File: src/rtl/acc_pkg.sv
package acc_pkg;
   typedef enum logic [2:0] {
      S_FREQ, S_FWAIT, S_EXEC, S_OPWAIT, S_CHK, S_HALT
   } state_t;

   typedef enum logic [3:0] {
      OP_HALT  = 4'h0,
      OP_LOAD  = 4'h1,
      OP_STORE = 4'h2,
      OP_ADD   = 4'h5,
      OP_RET   = 4'hF
   } opcode_t;
endpackage

File: src/rtl/acc_alu.sv
module acc_alu #(
   parameter int unsigned DATA_W       = 16,
   parameter bit          OVF_SATURATE = 1'b0
) (
   input  logic [DATA_W-1:0] a,
   input  logic [DATA_W-1:0] b,
   output logic [DATA_W-1:0] sum,
   output logic              ovf
);
   localparam int unsigned MAG_W = DATA_W - 1;

   logic             a_s, b_s, same;
   logic [MAG_W-1:0] a_m, b_m, same_mag, diff_mag, res_mag;
   logic [MAG_W:0]   mag_sum;
   logic             a_ge, diff_sign, res_sign;

   always_comb begin
      a_s       = a[DATA_W-1];
      b_s       = b[DATA_W-1];
      a_m       = a[MAG_W-1:0];
      b_m       = b[MAG_W-1:0];
      same      = (a_s == b_s);
      mag_sum   = {1'b0, a_m} + {1'b0, b_m};
      a_ge      = (a_m >= b_m);
      diff_mag  = a_ge ? (a_m - b_m) : (b_m - a_m);
      diff_sign = a_ge ? a_s : b_s;
   end

   generate
      if (OVF_SATURATE) begin : g_sat
         assign same_mag = mag_sum[MAG_W] ? {MAG_W{1'b1}} : mag_sum[MAG_W-1:0];
      end else begin : g_wrap
         assign same_mag = mag_sum[MAG_W-1:0];
      end
   endgenerate

   always_comb begin
      res_mag  = same ? same_mag : diff_mag;
      res_sign = (res_mag == '0) ? 1'b0 : (same ? a_s : diff_sign);
      sum      = {res_sign, res_mag};
      ovf      = same & mag_sum[MAG_W];
   end
endmodule

File: src/rtl/acc_dp.sv
module acc_dp #(
   parameter int unsigned DATA_W       = 16,
   parameter bit          OVF_SATURATE = 1'b0
) (
   input  logic              clk,
   input  logic              rst_n,
   input  logic              ld_en,
   input  logic              add_en,
   input  logic [DATA_W-1:0] opnd,
   output logic [DATA_W-1:0] acc,
   output logic              ovf
);
   logic [DATA_W-1:0] acc_q, sum_w;
   logic              ovf_q, ovf_w;

   acc_alu #(.DATA_W(DATA_W), .OVF_SATURATE(OVF_SATURATE)) u_alu (
      .a(acc_q), .b(opnd), .sum(sum_w), .ovf(ovf_w)
   );

   always_ff @(posedge clk) begin
      if (!rst_n) begin
         acc_q <= '0;
         ovf_q <= 1'b0;
      end else begin
         if (ld_en)       acc_q <= opnd;
         else if (add_en) acc_q <= sum_w;
         if (add_en && ovf_w) ovf_q <= 1'b1;
      end
   end

   assign acc = acc_q;
   assign ovf = ovf_q;
endmodule

File: src/rtl/acc_ctrl.sv
module acc_ctrl
   import acc_pkg::*;
#(
   parameter int unsigned DATA_W       = 16,
   parameter int unsigned ADDR_W       = 12,
   parameter int unsigned HANDLER_ADDR = 'hF00,
   parameter int unsigned RESET_PC     = 0
) (
   input  logic              clk,
   input  logic              rst_n,
   input  logic              irq,
   input  logic [DATA_W-1:0] mem_rdata,
   output logic [ADDR_W-1:0] mem_addr,
   output logic              mem_re,
   output logic              mem_we,
   output logic              ld_en,
   output logic              add_en,
   output logic              halted,
   output state_t            st,
   output logic              ie,
   output logic [ADDR_W-1:0] save
);
   localparam int unsigned OP_W = DATA_W - ADDR_W;
   localparam logic [ADDR_W-1:0] HANDLER_PC = ADDR_W'(HANDLER_ADDR);
   localparam logic [ADDR_W-1:0] START_PC   = ADDR_W'(RESET_PC);

   state_t            st_q;
   logic [ADDR_W-1:0] pc_q, save_q;
   logic [DATA_W-1:0] ir_q;
   logic              ie_q;
   logic [OP_W-1:0]   op;
   logic [ADDR_W-1:0] field;
   logic              op_rd;

   always_comb begin
      op       = ir_q[DATA_W-1 -: OP_W];
      field    = ir_q[ADDR_W-1:0];
      op_rd    = (op == OP_LOAD) || (op == OP_ADD);
      mem_addr = (st_q == S_EXEC) ? field : pc_q;
      mem_re   = (st_q == S_FREQ) || ((st_q == S_EXEC) && op_rd);
      mem_we   = (st_q == S_EXEC) && (op == OP_STORE);
      ld_en    = (st_q == S_OPWAIT) && (op == OP_LOAD);
      add_en   = (st_q == S_OPWAIT) && (op == OP_ADD);
      halted   = (st_q == S_HALT);
   end

   always_ff @(posedge clk) begin
      if (!rst_n) begin
         st_q   <= S_FREQ;
         pc_q   <= START_PC;
         save_q <= '0;
         ir_q   <= '0;
         ie_q   <= 1'b1;
      end else begin
         case (st_q)
            S_FREQ:  st_q <= S_FWAIT;
            S_FWAIT: begin
               ir_q <= mem_rdata;
               pc_q <= pc_q + 1'b1;
               st_q <= S_EXEC;
            end
            S_EXEC: begin
               if (op_rd)               st_q <= S_OPWAIT;
               else if (op == OP_HALT)  st_q <= S_HALT;
               else begin
                  if (op == OP_RET) begin
                     pc_q <= save_q;
                     ie_q <= 1'b1;
                  end
                  st_q <= S_CHK;
               end
            end
            S_OPWAIT: st_q <= S_CHK;
            S_CHK: begin
               if (irq && ie_q) begin
                  save_q <= pc_q;
                  pc_q   <= HANDLER_PC;
                  ie_q   <= 1'b0;
               end
               st_q <= S_FREQ;
            end
            default: st_q <= S_HALT;
         endcase
      end
   end

   assign st   = st_q;
   assign ie   = ie_q;
   assign save = save_q;
endmodule

File: src/rtl/acc_cpu.sv
module acc_cpu
   import acc_pkg::*;
#(
   parameter int unsigned DATA_W       = 16,
   parameter int unsigned ADDR_W       = 12,
   parameter int unsigned HANDLER_ADDR = 'hF00,
   parameter int unsigned RESET_PC     = 0,
   parameter bit          OVF_SATURATE = 1'b0
) (
   input  logic              clk,
   input  logic              rst_n,
   input  logic              irq,
   output logic [ADDR_W-1:0] mem_addr,
   output logic              mem_re,
   output logic              mem_we,
   output logic [DATA_W-1:0] mem_wdata,
   input  logic [DATA_W-1:0] mem_rdata,
   output logic              halted,
   output logic              ovf
);
   generate
      if (DATA_W != ADDR_W + 4) begin : g_bad_split
         $error("acc_cpu: DATA_W must equal ADDR_W plus a 4-bit opcode");
      end
      if (HANDLER_ADDR >= (1 << ADDR_W) || RESET_PC >= (1 << ADDR_W)) begin : g_bad_addr
         $error("acc_cpu: handler or reset address outside the address space");
      end
   endgenerate

   state_t            st_w;
   logic              ie_w, ld_w, add_w;
   logic [ADDR_W-1:0] save_w;
   logic [DATA_W-1:0] acc_w;

   acc_ctrl #(
      .DATA_W(DATA_W), .ADDR_W(ADDR_W),
      .HANDLER_ADDR(HANDLER_ADDR), .RESET_PC(RESET_PC)
   ) u_ctrl (
      .clk(clk), .rst_n(rst_n), .irq(irq), .mem_rdata(mem_rdata),
      .mem_addr(mem_addr), .mem_re(mem_re), .mem_we(mem_we),
      .ld_en(ld_w), .add_en(add_w), .halted(halted),
      .st(st_w), .ie(ie_w), .save(save_w)
   );

   acc_dp #(.DATA_W(DATA_W), .OVF_SATURATE(OVF_SATURATE)) u_dp (
      .clk(clk), .rst_n(rst_n), .ld_en(ld_w), .add_en(add_w),
      .opnd(mem_rdata), .acc(acc_w), .ovf(ovf)
   );

   assign mem_wdata = acc_w;
endmodule

File: config.mk
export PLATFORM = sky130hd
export DESIGN_NAME = acc_cpu
export DESIGN_NICKNAME = d
export VERILOG_FILES = /design/src/rtl/acc_pkg.sv /design/src/rtl/acc_alu.sv /design/src/rtl/acc_dp.sv /design/src/rtl/acc_ctrl.sv /design/src/rtl/acc_cpu.sv
export SDC_FILE = /design/constraint.sdc
export NUM_CORES = 1
export LEC_CHECK = 0
export BUFFER_PORTS_ARGS = -buffer_cell sky130_fd_sc_hd__buf_2
export CAP_MARGIN = 15
export CORE_MARGIN = 2
export CORE_UTILIZATION = 65
export DETAILED_ROUTE_END_ITERATION = 8
export PLACE_DENSITY = 0.86
export SKIP_CTS_REPAIR_TIMING = 1
export SLEW_MARGIN = 20
export SYNTH_ARGS = -nofsm -noshare
export SYNTH_HDL_FRONTEND = slang
export SYNTH_SLANG_ARGS = --single-unit
File: constraint.sdc
create_clock -name clk -period 5.5 [get_ports clk]
set_input_delay 0.825 -clock clk [delete_from_list [all_inputs] [get_ports clk]]
set_output_delay 0.825 -clock clk [all_outputs]
set_load 0.05 [all_outputs]
## Word level (Yosys, flattened, before mapping)

Cells that the tools add are included.
Widths: inputs -> output; s select.

- Register bits: 61
- Memory bits (writable): 0
- Memory bits (read-only): 0
- Word-level logic and storage cells: 69
- Bits in latches: 0
- Memories kept: 0

- Equal/unequal tests: 16
- Multiplexer cells: 21
- Add/sub/neg operators: 4
- Div/mod/pow operators: 0
- Multiply operators: 0
- Reduce and logical (&&, ||, !) cells: 18
- Shifts and indexed selects: 0
- Bitwise logic cells: 1
- Order comparisons: 1

Operators with widths:

| kind | number |
|---|---|
| $mux 12 | 5 |
| $pmux 12 s3 | 1 |
| $mux 16 | 2 |
| $mux 15 | 2 |
| $sub 15x15->15 | 2 |
| $add 15x15->16 | 1 |
| $ge 15x15->1 | 1 |
| $logic_not 15->1 | 1 |
| $pmux 3 s5 | 1 |
| $add 12x1->12 const B | 1 |
| $reduce_and 5->1 | 2 |
| $mux 1 | 8 |
| $eq 3x2->1 const B | 2 |
| $eq 3x3->1 const B | 2 |
| $logic_and 1x1->1 | 6 |
| $ne 2x2->1 const B | 3 |
| $ne 3x2->1 const B | 2 |
| $eq 4x1->1 const B | 1 |
| $eq 4x2->1 const B | 1 |
| $eq 4x3->1 const B | 1 |
| $eq 4x4->1 const B | 1 |
| $logic_not 4->1 | 1 |
| $reduce_bool 2->1 | 2 |
| $eq 3x1->1 const B | 1 |
| other kinds (10) | 11 |

## Longest topological paths before layout

Gate-level depths: netlist of the first run.

- Depth in word-level cells: 7
- Mapped depth: 13
- Gate-level depth less buffers: 13

## Modules after synthesis

A second synthesis of the first run with hierarchy kept.

- Cells, all modules: 709
- Area, all modules: 5393.9 µm²

By module, submodules not included:

| module | instances | sequential area each (µm²) | cells each | area an instance (µm²) |
|---|---|---|---|---|
| acc_alu | 1 | 0.0 | 341 | 2356.0 |
| acc_ctrl | 1 | 880.8 | 294 | 2158.3 |
| acc_dp | 1 | 340.3 | 74 | 879.6 |

## Worst setup path after synthesis of the first run

OpenSTA, ideal clock, no wires.

- Kind: flip-flop to flip-flop
- Start point: reg u_dp.acc_q[1], in the netlist u_dp.acc[1]
- End point: reg u_dp.acc_q[15], in the netlist u_dp.acc[15]
- Period minus slack after synthesis: 3566 ps
- Cell stages (with the launch flop): 13
- Data arrival time: 3440 ps
- Path buffers: 0
- Setup slack: 1934 ps
- Library setup time: 127 ps
- Cells stage by stage: dfxtp_1 > inv_1 > ha_1 > nand2b_1 > a211oi_1 > o21ai_1 > o21a_1 > o21ai_2 > a211oi_2 > xnor2_1 > or4b_1 > nor4_1 > a31oi_1

- Word-level cells in the longest chain between the ends: 7

RTL lines:

| element | line | source |
|---|---|---|
| start: declaration | acc_dp.sv:13 | `logic [DATA_W-1:0] acc_q, sum_w;` |
| start signal: assignment | acc_dp.sv:25 | `if (ld_en) acc_q <= opnd;` |
| start signal: assignment | acc_dp.sv:26 | `else if (add_en) acc_q <= sum_w;` |
| $sub 15x15->15 or $ge 15x15->1 (tied branches) | acc_alu.sv:25, acc_alu.sv:24 |  |
| $mux 15 | acc_alu.sv:25 | `diff_mag = a_ge ? (a_m - b_m) : (b_m - a_m);` |
| $mux 15 | acc_alu.sv:38 | `res_mag = same ? same_mag : diff_mag;` |
| $logic_not 15->1 | acc_alu.sv:39 | `res_sign = (res_mag == '0) ? 1'b0 : (same ? a_s : diff_sign);` |
| $mux 1 | acc_alu.sv:39 |  |
| $mux 16 | acc_dp.sv:26 |  |
| $mux 16 | acc_dp.sv:25 |  |

Several ways; a longest one is shown, not always the timed one. The select of a mux whose other input is x is not followed.
A chain may end at the register's enable or synchronous reset.

## Worst setup path after layout of the first run

- Start point: in mem_rdata[3]
- End point: reg u_dp.acc_q[15], in the netlist u_dp.acc[15]

- Word-level cells in the longest chain between the ends: 7

RTL lines:

| element | line | source |
|---|---|---|
| start: declaration | acc_cpu.sv:17 | `input logic [DATA_W-1:0] mem_rdata,` |
| $sub 15x15->15 or $ge 15x15->1 (tied branches) | acc_alu.sv:25, acc_alu.sv:24 |  |
| $mux 15 | acc_alu.sv:25 |  |
| $mux 15 | acc_alu.sv:38 |  |
| $logic_not 15->1 | acc_alu.sv:39 |  |
| $mux 1 | acc_alu.sv:39 |  |
| $mux 16 | acc_dp.sv:26 |  |
| $mux 16 | acc_dp.sv:25 |  |

Several ways; a longest one is shown, not always the timed one. The select of a mux whose other input is x is not followed.

==> summary.txt, run 1 <==
Die
  • Die area: 8740 um2
  • DIE WIDTH: 93.5 um
  • Die extent in y: 93.5 um
  • # rows: 32
  • Starting Density: 67.4%
  • I/O pins: 51
  • Core box area: 7730 um2

Detailed routing
  • Detailed Route Iter0 Violations: 585
  • Final wirelength: 15500 um
  • DRT antenna net count: 0
  • First-pass DRT Iterations: 6
  • WL/cell: 18.6 um
  • Vias/cell: 6.46
  • DRC: 0
  • Via count: 5406

Place
  • Hpwl dp: 11300 um
  • I/O Buffers: 50
  • Pre-CTS WS: 1170 ps
  • GPL Wtd Cong: 0.986

Critical path
  • Worst Path Arrival: 4300 ps
  • Startpoint Class: primary input
  • Critical Path Sink Type: register
  • Max FO, Critical Path: 15
  • Worst setup path class: in -> reg
  • Worst EP required: 5740 ps

GRT
  • First-pass GRT wire length: 25000 um
  • Total grt overflow: 0
  • Initial antenna violation count: 0
  • GRT Util Overall: 36.4%
  • M2 GR Usage: 57.9%
  • Grt peak-use layer: met2
  • Grt met3 use: 7.17%
  • Vias in the first global route: 4980
  • Met1 GRT Util: 50.0%
  • Largest net degree at the start of global routing: 42

Logic synthesis
  • Yosys cell types: 71
  • Synth Flop Type: dfxtp_1
  • Ys Warns: 0
  • Post-synth ARST share: 0%
  • Gate Count Post-Synth: 708
  • Post-synth EDFFs: 0
  • Synth area leader: dfxtp_1
  • Sequential element share of the synthesized area: 23.5%
  • Yosys top cell area share: 23.5%
  • Top post-synthesis cells by area: dfxtp_1 (23%), ha_1 (12%), nand2_1 (7.4%)
  • Avg Inst Size Synth: 7.35 um2
  • Area of the mapped netlist: 5210 um2
  • Mapped Nets: 780
  • Yosys reg bits: 61

CTS
  • Clock tree from TritonCTS: done
  • H-tree Lvls: 3
  • Insertion delay to the later sink of the worst-skew pair: 350 ps
  • CTS clk-pin slew, worst paths: 90 ps
  • CTS sink count: 61
  • Maximum buffer depth of the clock tree: 2
  • CTS root buf: clkbuf_8
  • CTS buffer count: 9

Run
  • Max cap viols: 0

Cells and area
  • # diodes: 0
  • Most frequent cells in the layout: nand2_1 (103), nor2_1 (80), a21oi_1 (67)
  • Most common cell after layout, fill and taps aside: nand2_1
  • Fin util: 72.6%
  • Fillers: 613
  • Area growth syn-to-layout: 7.69%
  • Share of cells above drive strength 1: 12.5%
  • NumNets Final: 803

Pwr
  • Leak Pwr: 2.37 nW
  • Design Power: 1.24 mW
  • Power Density: 221 nW/um2
  • Highest ir drop seen on vdd: 0.223 mV

STA
  • Final setup vio count: 0
  • Setup ws final: 1440 ps
  • Worst Tran Pin Value: 1150 ps
  • Hold Fails Final Rpt: 0
  • Post-Route Skew: 17.2 ps
  • Fmax: 0.246 GHz
  • Max-Slew Margin vs Limit: 22.9%
  • Slew Viols, Final: 0
  • Final Hold Slack: 461 ps
  • Final period util: 73.9%
  • Fin crit period: 4060 ps
  • RSZ-0062 raised after global routing: no
  • Setup TNS: 0 ps

Min path
  • HP Class: reg -> reg

Status
  • Status: complete, no violations
==> where the power goes <==
| group | total, mW | switching [mW] | internal [mW] |
|---|---|---|---|
| clock network | 0.421 | 0.191 | 0.230 |
| registers | 0.500 | 0.0354 | 0.465 |
| logic | 0.321 | 0.223 | 0.0982 |
| total | 1.24 | 0.449 | 0.793 |
==> state kept, by name, indices dropped and copies added (netlist names) <==
signal,flops
u_ctrl.pc_q,12
u_ctrl.ie,1
u_ctrl.save,12
u_dp.ovf,1
u_ctrl.st,3
u_dp.acc,16
u_ctrl.ir_q,16
==> kinds of logic after synthesis <==
family	Yosys count	synth area share [%]
simple gates	273	24.1
compound gates	196	24.9
buf+inv	88	7.50
flops	61	23.5
fa+ha+maj	53	13.2
mux	25	4.90
xor+xnor	12	2.02
==> synth_stat cells, drive strengths merged, types with 4 or more instances <==
library cell / number
dfxtp: 61
o21ai: 41
xnor2: 6
o211ai: 6
ha: 50
nor4: 4
mux2: 4
nand4: 9
a31oi: 5
buf: 11
clkbuf: 31
nand2b: 10
nand3: 15
o31ai: 4
a21oi: 67
a21o: 7
o22ai: 6
and2: 4
or3: 4
mux2i: 21
o21bai: 4
inv: 45
o2111ai: 4
xor2: 6
a211oi: 21
nor3: 19
nor2b: 10
nor2: 81
nand2: 103
a221oi: 6
==> stage by stage <==
step,instance area [um2],std cells
after floorplan,5210,708
after detailed placement,5410,822
after global placement,5410,822
final,5610,837
after CTS,5610,837
after global routing,5610,837
==> critical path: stages <==
cell and delay (ps):
buf_2 130, ha_1 550, nand2_1 160, a211oi_1 340
o21ai_1 260, o21a_1 300, o21ai_2 480, a211oi_2 160
xnor2_1 180, or4b_1 510, nor4_1 300, a31oi_1 120
==> area by class of cell <==
cell class	instances	area [um2]	share of cell area, %
well taps	102	128	2.28
clock buffers	11	151	2.70
flip-flops and latches	61	1220	21.8
clock inverters	4	47.5	0.848
multi-input cells	559	3600	64.2
inverters	45	169	3.01
repair buffers	55	288	5.13
==> routing by layer <==
layer / vias to the layer above / share of wire (%) / wire length [um]
met2: 320 / 46 / 7110
met4: 0 / 2.1 / 333
met1: 2513 / 42 / 6600
li1: 2534 / - / -
met3: 39 / 9.7 / 1500
met5: - / 0 / 0
==> final timing paths <==
path / slack (ps) / cells past startpoint / endpoint / startpoint
min reg2reg: 460 / 2 / u_ctrl.ir_q[5] / u_ctrl.ir_q[5]
max: 1440 / 12 / u_dp.acc[15] / mem_rdata[3]
min: 460 / 2 / u_ctrl.ir_q[5] / u_ctrl.ir_q[5]
max reg2reg: 1570 / 12 / u_dp.acc[15] / u_dp.acc[4]
(Power assumes the default switching activity.)
==> inputs of run 2 (changes only) <==
- CORE_UTILIZATION: 65 -> 55
- PLACE_DENSITY: 0.86 -> 0.77
- clock period: 5.5 -> 3.4 ns (I/O delays scaled with it)
==> summary.txt, run 2 (synthesized netlist as in run 1, its figures left out) <==
GRT
  • Vias in the first global route: 5514 (+11%)
  • Total grt overflow: 0 (unchanged)
  • Initial antenna violation count: 0 (unchanged)
  • GRT Util Overall: 32.7% (-3.7 points)
  • Largest net degree at the start of global routing: 28 (-33%)
  • First-pass GRT wire length: 26800 um (+7.3%)

Pwr
  • Leak Pwr: 2.88 nW (+22%)
  • Power Density: 321 nW/um2 (+45%)
  • Highest ir drop seen on vdd: 0.306 mV (+37%)

Cells and area
  • NumNets Final: 897 (+12%)
  • Area growth syn-to-layout: 25.1%
  • Final instance area: 6510 um2 (+16%)
  • Most common cell after layout, fill and taps aside: nand2_1
  • # diodes: 0 (unchanged)
  • Share of cells above drive strength 1: 26.6% (+14 points)
  • Most frequent cells in the layout: nand2_1 (103), buf_4 (98), nor2_1 (80)

Detailed routing
  • Final wirelength: 16900 um (+8.9%)
  • Via count: 5759 (+6.5%)
  • Detailed Route Iter0 Violations: 362 (-38%)
  • DRT antenna net count: 0 (unchanged)
  • First-pass DRT Iterations: 6 (unchanged)
  • WL/cell: 18.0 um (-3.2%)
  • Vias/cell: 6.12 (-5.2%)
  • DRC: 0 (unchanged)

STA
  • Fmax: 0.299 GHz
  • Fin crit period: 3350 ps
  • Worst Tran Pin Value: 976 ps (-172 ps)
  • Hold Fails Final Rpt: 0 (unchanged)
  • Final Hold Slack: 422 ps (-39.2 ps)
  • RSZ-0062 raised after global routing: yes
  • Final setup vio count: 0 (unchanged)
  • Slew Viols, Final: 0 (unchanged)
  • Final period util: 98.5%
  • Max-Slew Margin vs Limit: 34.6% (+12 points)
  • Post-Route Skew: 10.9 ps (-6.30 ps)
  • Setup TNS: 0 ps (unchanged)
  • Setup ws final: 50.4 ps (-1390 ps)

CTS
  • CTS clk-pin slew, worst paths: 80 ps (about the same)
  • Insertion delay to the later sink of the worst-skew pair: 350 ps (about the same)
  • CTS root buf: clkbuf_8
  • Maximum buffer depth of the clock tree: 2 (unchanged)
  • CTS sink count: 61 (unchanged)
  • H-tree Lvls: 3 (unchanged)
  • CTS buffer count: 9 (unchanged)
  • Clock tree from TritonCTS: done

Min path
  • HP Class: in -> reg

Die
  • # rows: 35 (+9.4%)
  • Die area: 10300 um2 (+17%)
  • I/O pins: 51 (unchanged)
  • Starting Density: 56.6% (-11 points)
  • DIE WIDTH: 101 um (+8.3%)
  • Core box area: 9200 um2 (+19%)
  • Die extent in y: 101 um (+8.3%)

Run
  • Max cap viols: 0 (unchanged)

Critical path
  • Max FO, Critical Path: 7 (-8)
  • Worst setup path class: reg -> reg
  • Worst EP required: 3630 ps (-2110 ps)
  • Worst Path Arrival: 3580 ps (-720 ps)
  • Startpoint Class: register
  • Critical Path Sink Type: register

Place
  • Pre-CTS WS: -372 ps (-1540 ps)
  • I/O Buffers: 50 (unchanged)
  • GPL Wtd Cong: 0.983 (-0.29%)
  • Placed Instance Area: 6100 um2 (+13%)
  • Hpwl dp: 12600 um (+11%)

Status
  • Status: complete, no violations
-- run 2: cell count changes in the layout (fill, tap and decap cells not counted), sizes merged --
| cell | previous run | this run |
|---|---|---|
| buf | 55 | 149 |
| clkbuf | 11 | 9 |
| inv | 45 | 47 |
| clkinvlp | 1 | 2 |
-- run 2: area by class of cell --
cell class | count | area (um2)
flip-flops and latches | 61 | 1240
multi-input cells | 559 | 3760
fillers | 763 | 2680
inverters | 45 | 169
repair buffers | 149 | 1010
well taps | 111 | 139
clock inverters | 7 | 72.6
clock buffers | 9 | 124
-- run 2: metal layers --
metal / vias to the layer above / share of wire [%] / global-route usage [%] / wire (um)
li1: 2718 / - / - / -
met1: 2714 / 40 / 39.6 / 6770
met2: 270 / 49 / 56.4 / 8300
met3: 57 / 7.2 / 6.56 / 1220
met4: 0 / 3.7 / 14.0 / 625
met5: - / 0 / 0 / 0
-- run 2: through the flow --
stage	power [mW]	util, %	std cells
2_1_floorplan	1.19	-	708
3_3_place_gp	1.38	66.4	918
3_5_place_dp	1.40	66.4	918
4_1_cts	2.07	68.5	934
5_1_grt	2.18	70.8	941
6_report	2.09	70.8	941
-- run 2: worst paths after layout --
path | cells past startpoint | to | start | slack (ps)
setup / recovery | 13 | u_dp.acc[15] | u_dp.acc[1] | 50
hold / removal | 2 | u_ctrl.ie | rst_n | 420
setup reg to reg | 13 | u_dp.acc[15] | u_dp.acc[1] | 50
hold reg to reg | 2 | u_ctrl.ir_q[1] | u_ctrl.ir_q[1] | 460
-- run 2: power by group --
group	switching (mW)	total, mW	internal (mW)
combinational	0.394	0.624	0.230
sequential	0.0446	0.794	0.750
clock	0.332	0.673	0.341
-- run 2: worst max-delay path: stages, from the launching register on --
cell and delay [ps]:
dfxtp_2 370, inv_1 110, ha_1 330, nand2b_1 140
a211oi_4 310, o21ai_4 130, nor3_4 360, nor2_4 100
buf_4 150, a21oi_1 170, o31ai_1 140, or4_1 600
nor4_4 190, a31oi_1 120
==> inputs of run 3 (changes only) <==
- CORE_UTILIZATION: 55 -> 30
- GPL_TIMING_DRIVEN: default -> 0
- PLACE_DENSITY: 0.77 -> 0.47
==> summary.txt, run 3 (synthesized netlist as in run 1, its figures left out) <==
Cells and area
  • Area of the multi-input gates: 3790 um2 (+0.86%)
  • Fin cells: 1026 (+9.0%)
  • NumNets Final: 869 (-3.1%)
  • Most frequent cells in the layout: nand2_1 (102), nor2_1 (77), a21oi_1 (67)
  • Area growth syn-to-layout: 24.8%
  • # diodes: 0 (unchanged)
  • Fin util: 38.0% (-33 points)
  • Share of cells above drive strength 1: 21.0% (-5.7 points)
  • Most common cell after layout, fill and taps aside: nand2_1
  • Fillers: 1777 (+130%)
  • Storage cell area: 1260 um2 (+1.1%)
  • Final instance area: 6500 um2 (-0.27%)

STA
  • Hold Fails Final Rpt: 0 (unchanged)
  • Max-Slew Margin vs Limit: 48.2% (+14 points)
  • Fmax: 0.290 GHz (-3.0%)
  • RSZ-0062 raised after global routing: yes
  • Slew Viols, Final: 0 (unchanged)
  • Post-Route Skew: 8.48 ps (-2.38 ps)
  • Worst Tran Pin Value: 778 ps (-198 ps)
  • Final setup vio count: 1 (+1)
  • Setup ws final: -53.9 ps (-104 ps)
  • Setup TNS: -53.9 ps (-53.9 ps)
  • Final period util: 102% (+3.1 points)
  • Final Hold Slack: 459 ps (+37.5 ps)
  • Fin crit period: 3450 ps (+104 ps)

Place
  • Hpwl dp: 13900 um (+10%)
  • Dpl cells: 983 (+7.1%)
  • Placed Instance Area: 5750 um2 (-5.8%)
  • I/O Buffers: 50 (unchanged)
  • Pre-CTS WS: -816 ps (-444 ps)
  • GPL Wtd Cong: 0.933 (-5.1%)

Pwr
  • Highest ir drop seen on vdd: 0.305 mV (-0.39%)
  • Clock power share: 38.9% (+6.7 points)
  • Sw Share: 34.3% (-2.6 points)
  • Leak Pwr: 2.67 nW (-7.2%)
  • Seq pwr share: 34.6% (-3.4 points)
  • Power Density: 349 nW/um2 (+8.8%)
  • Internal Pwr Total: 1.49 mW (+13%)
  • Design Power: 2.27 mW (+8.5%)
  • Net Sw Power: 778 uW (+0.92%)
  • Power share of the combinational group: 26.5% (-3.3 points)

GRT
  • Total grt overflow: 0 (unchanged)
  • Vias in the first global route: 5172 (-6.2%)
  • Initial antenna violation count: 1 (+1)
  • GRT Util Overall: 19.8% (-13 points)
  • First-pass GRT wire length: 28200 um (+5.1%)
  • Largest net degree at the start of global routing: 11 (-61%)

CTS
  • CTS sink count: 61 (unchanged)
  • Clock tree from TritonCTS: done
  • Maximum buffer depth of the clock tree: 2 (unchanged)
  • CTS clk-pin slew, worst paths: 60 ps (-20 ps)
  • H-tree Lvls: 3 (unchanged)
  • CTS buffer count: 9 (unchanged)
  • Insertion delay to the later sink of the worst-skew pair: 330 ps (-20 ps)
  • CTS root buf: clkbuf_16

Critical path
  • Crit path launch: u_dp.acc[12]
  • Worst R2R Setup Slack: -50 ps (-100 ps)
  • Worst r2r src: u_dp.acc[12]
  • Reg-to-Reg End: u_dp.acc[15]
  • Worst setup path class: reg -> reg
  • CP delay by family, top: simple AND/OR/NAND/NOR gates
  • Critical path depth: 13 (unchanged)
  • Critical-path cell list: inv_4 > ha_4 > buf_6 > a211oi_4 > nor2_2 > a311oi_4 > o21ai_4 > nor2_4 > o211ai_1 > xnor2_2 > or4b_4 > nor4_4 > a31oi_1
  • Worst path bufs/invs: 2 (unchanged)
  • Critical path's slowest cell: or4b_4
  • Critical Path Sink Type: register
  • Worst EP required: 3600 ps (-30 ps)
  • CP peak stage delay: 510 ps (-90 ps)
  • R2R depth: 13 (unchanged)
  • Worst Path Arrival: 3650 ps (+70 ps)
  • Max FO, Critical Path: 7 (unchanged)
  • Worst Setup EP: u_dp.acc[15]
  • Startpoint Class: register

Die
  • I/O pins: 51 (unchanged)
  • DIE WIDTH: 136 um (+34%)
  • Core box area: 17100 um2 (+86%)
  • Die extent in y: 136 um (+34%)
  • Die area: 18400 um2 (+80%)
  • # rows: 48 (+37%)
  • Starting Density: 30.4% (-26 points)

Detailed routing
  • DRC: 0 (unchanged)
  • WL/cell: 17.9 um (-0.57%)
  • Vias/cell: 5.34 (-13%)
  • Detailed Route Iter0 Violations: 375 (+3.6%)
  • Via count: 5479 (-4.9%)
  • First-pass DRT Iterations: 5 (-1)
  • Final wirelength: 18300 um (+8.4%)
  • DRT antenna net count: 0 (unchanged)

Status
  • Violated checks: negative setup slack
  • Status: complete, but fails checks

Min path
  • HP Class: reg -> reg

Run
  • Max cap viols: 0 (unchanged)
run 3: cell types whose count changed in the layout (fill, tap and decap cells not counted), sizes merged:
cell,change
clkbuf,+34
dlymetal6s2s,+1
clkinvlp,+2
clkinv,-1
buf,-60
inv,-4
bufinv,-1
run 3: metal layers:
layer  share of wire [%]  wire length, um  global-route usage [%]
met5               0.071               13                       0
met4                 1.5              276                    5.73
met3                 5.6             1040                    3.22
met2                  46             8520                    32.5
met1                  46             8500                    26.8
run 3: worst min-delay path by stage:
stage / start / endpoint / slack (ps) / cells after the start
after floorplan: u_ctrl.ir_q[0] / u_ctrl.ir_q[0] / 440 / 2
after global routing: mem_rdata[14] / u_ctrl.ir_q[14] / 470 / 3
after detailed placement: u_ctrl.ir_q[9] / u_ctrl.ir_q[9] / 450 / 2
final: u_ctrl.ir_q[9] / u_ctrl.ir_q[9] / 460 / 2
after CTS: mem_rdata[14] / u_ctrl.ir_q[14] / 450 / 3
after global placement: u_ctrl.ir_q[9] / u_ctrl.ir_q[9] / 450 / 2
run 3: worst min-delay path, stage by stage, from the launching register on:
cell,delay [ps]
dfxtp_1,310
nand2_1,50
a21oi_1,50
run 3: cell type report:
class	instances	area share [%]
inverter	45	2.83
clock buffer	12	4.10
sequential	61	19.3
multi-input combinational	559	58.4
buffer	43	3.60
tap	225	4.33
clock inverter	3	0.308
timing repair buffer	78	7.09
run 3: power groups by stage:
stage	clock network, mW	registers (mW)	logic [mW]
after global routing	0.936	0.790	0.657
after global placement	0	0.804	0.551
final	0.883	0.786	0.601
after detailed placement	0	0.806	0.554
after CTS	0.897	0.791	0.557
after floorplan	0	0.796	0.392
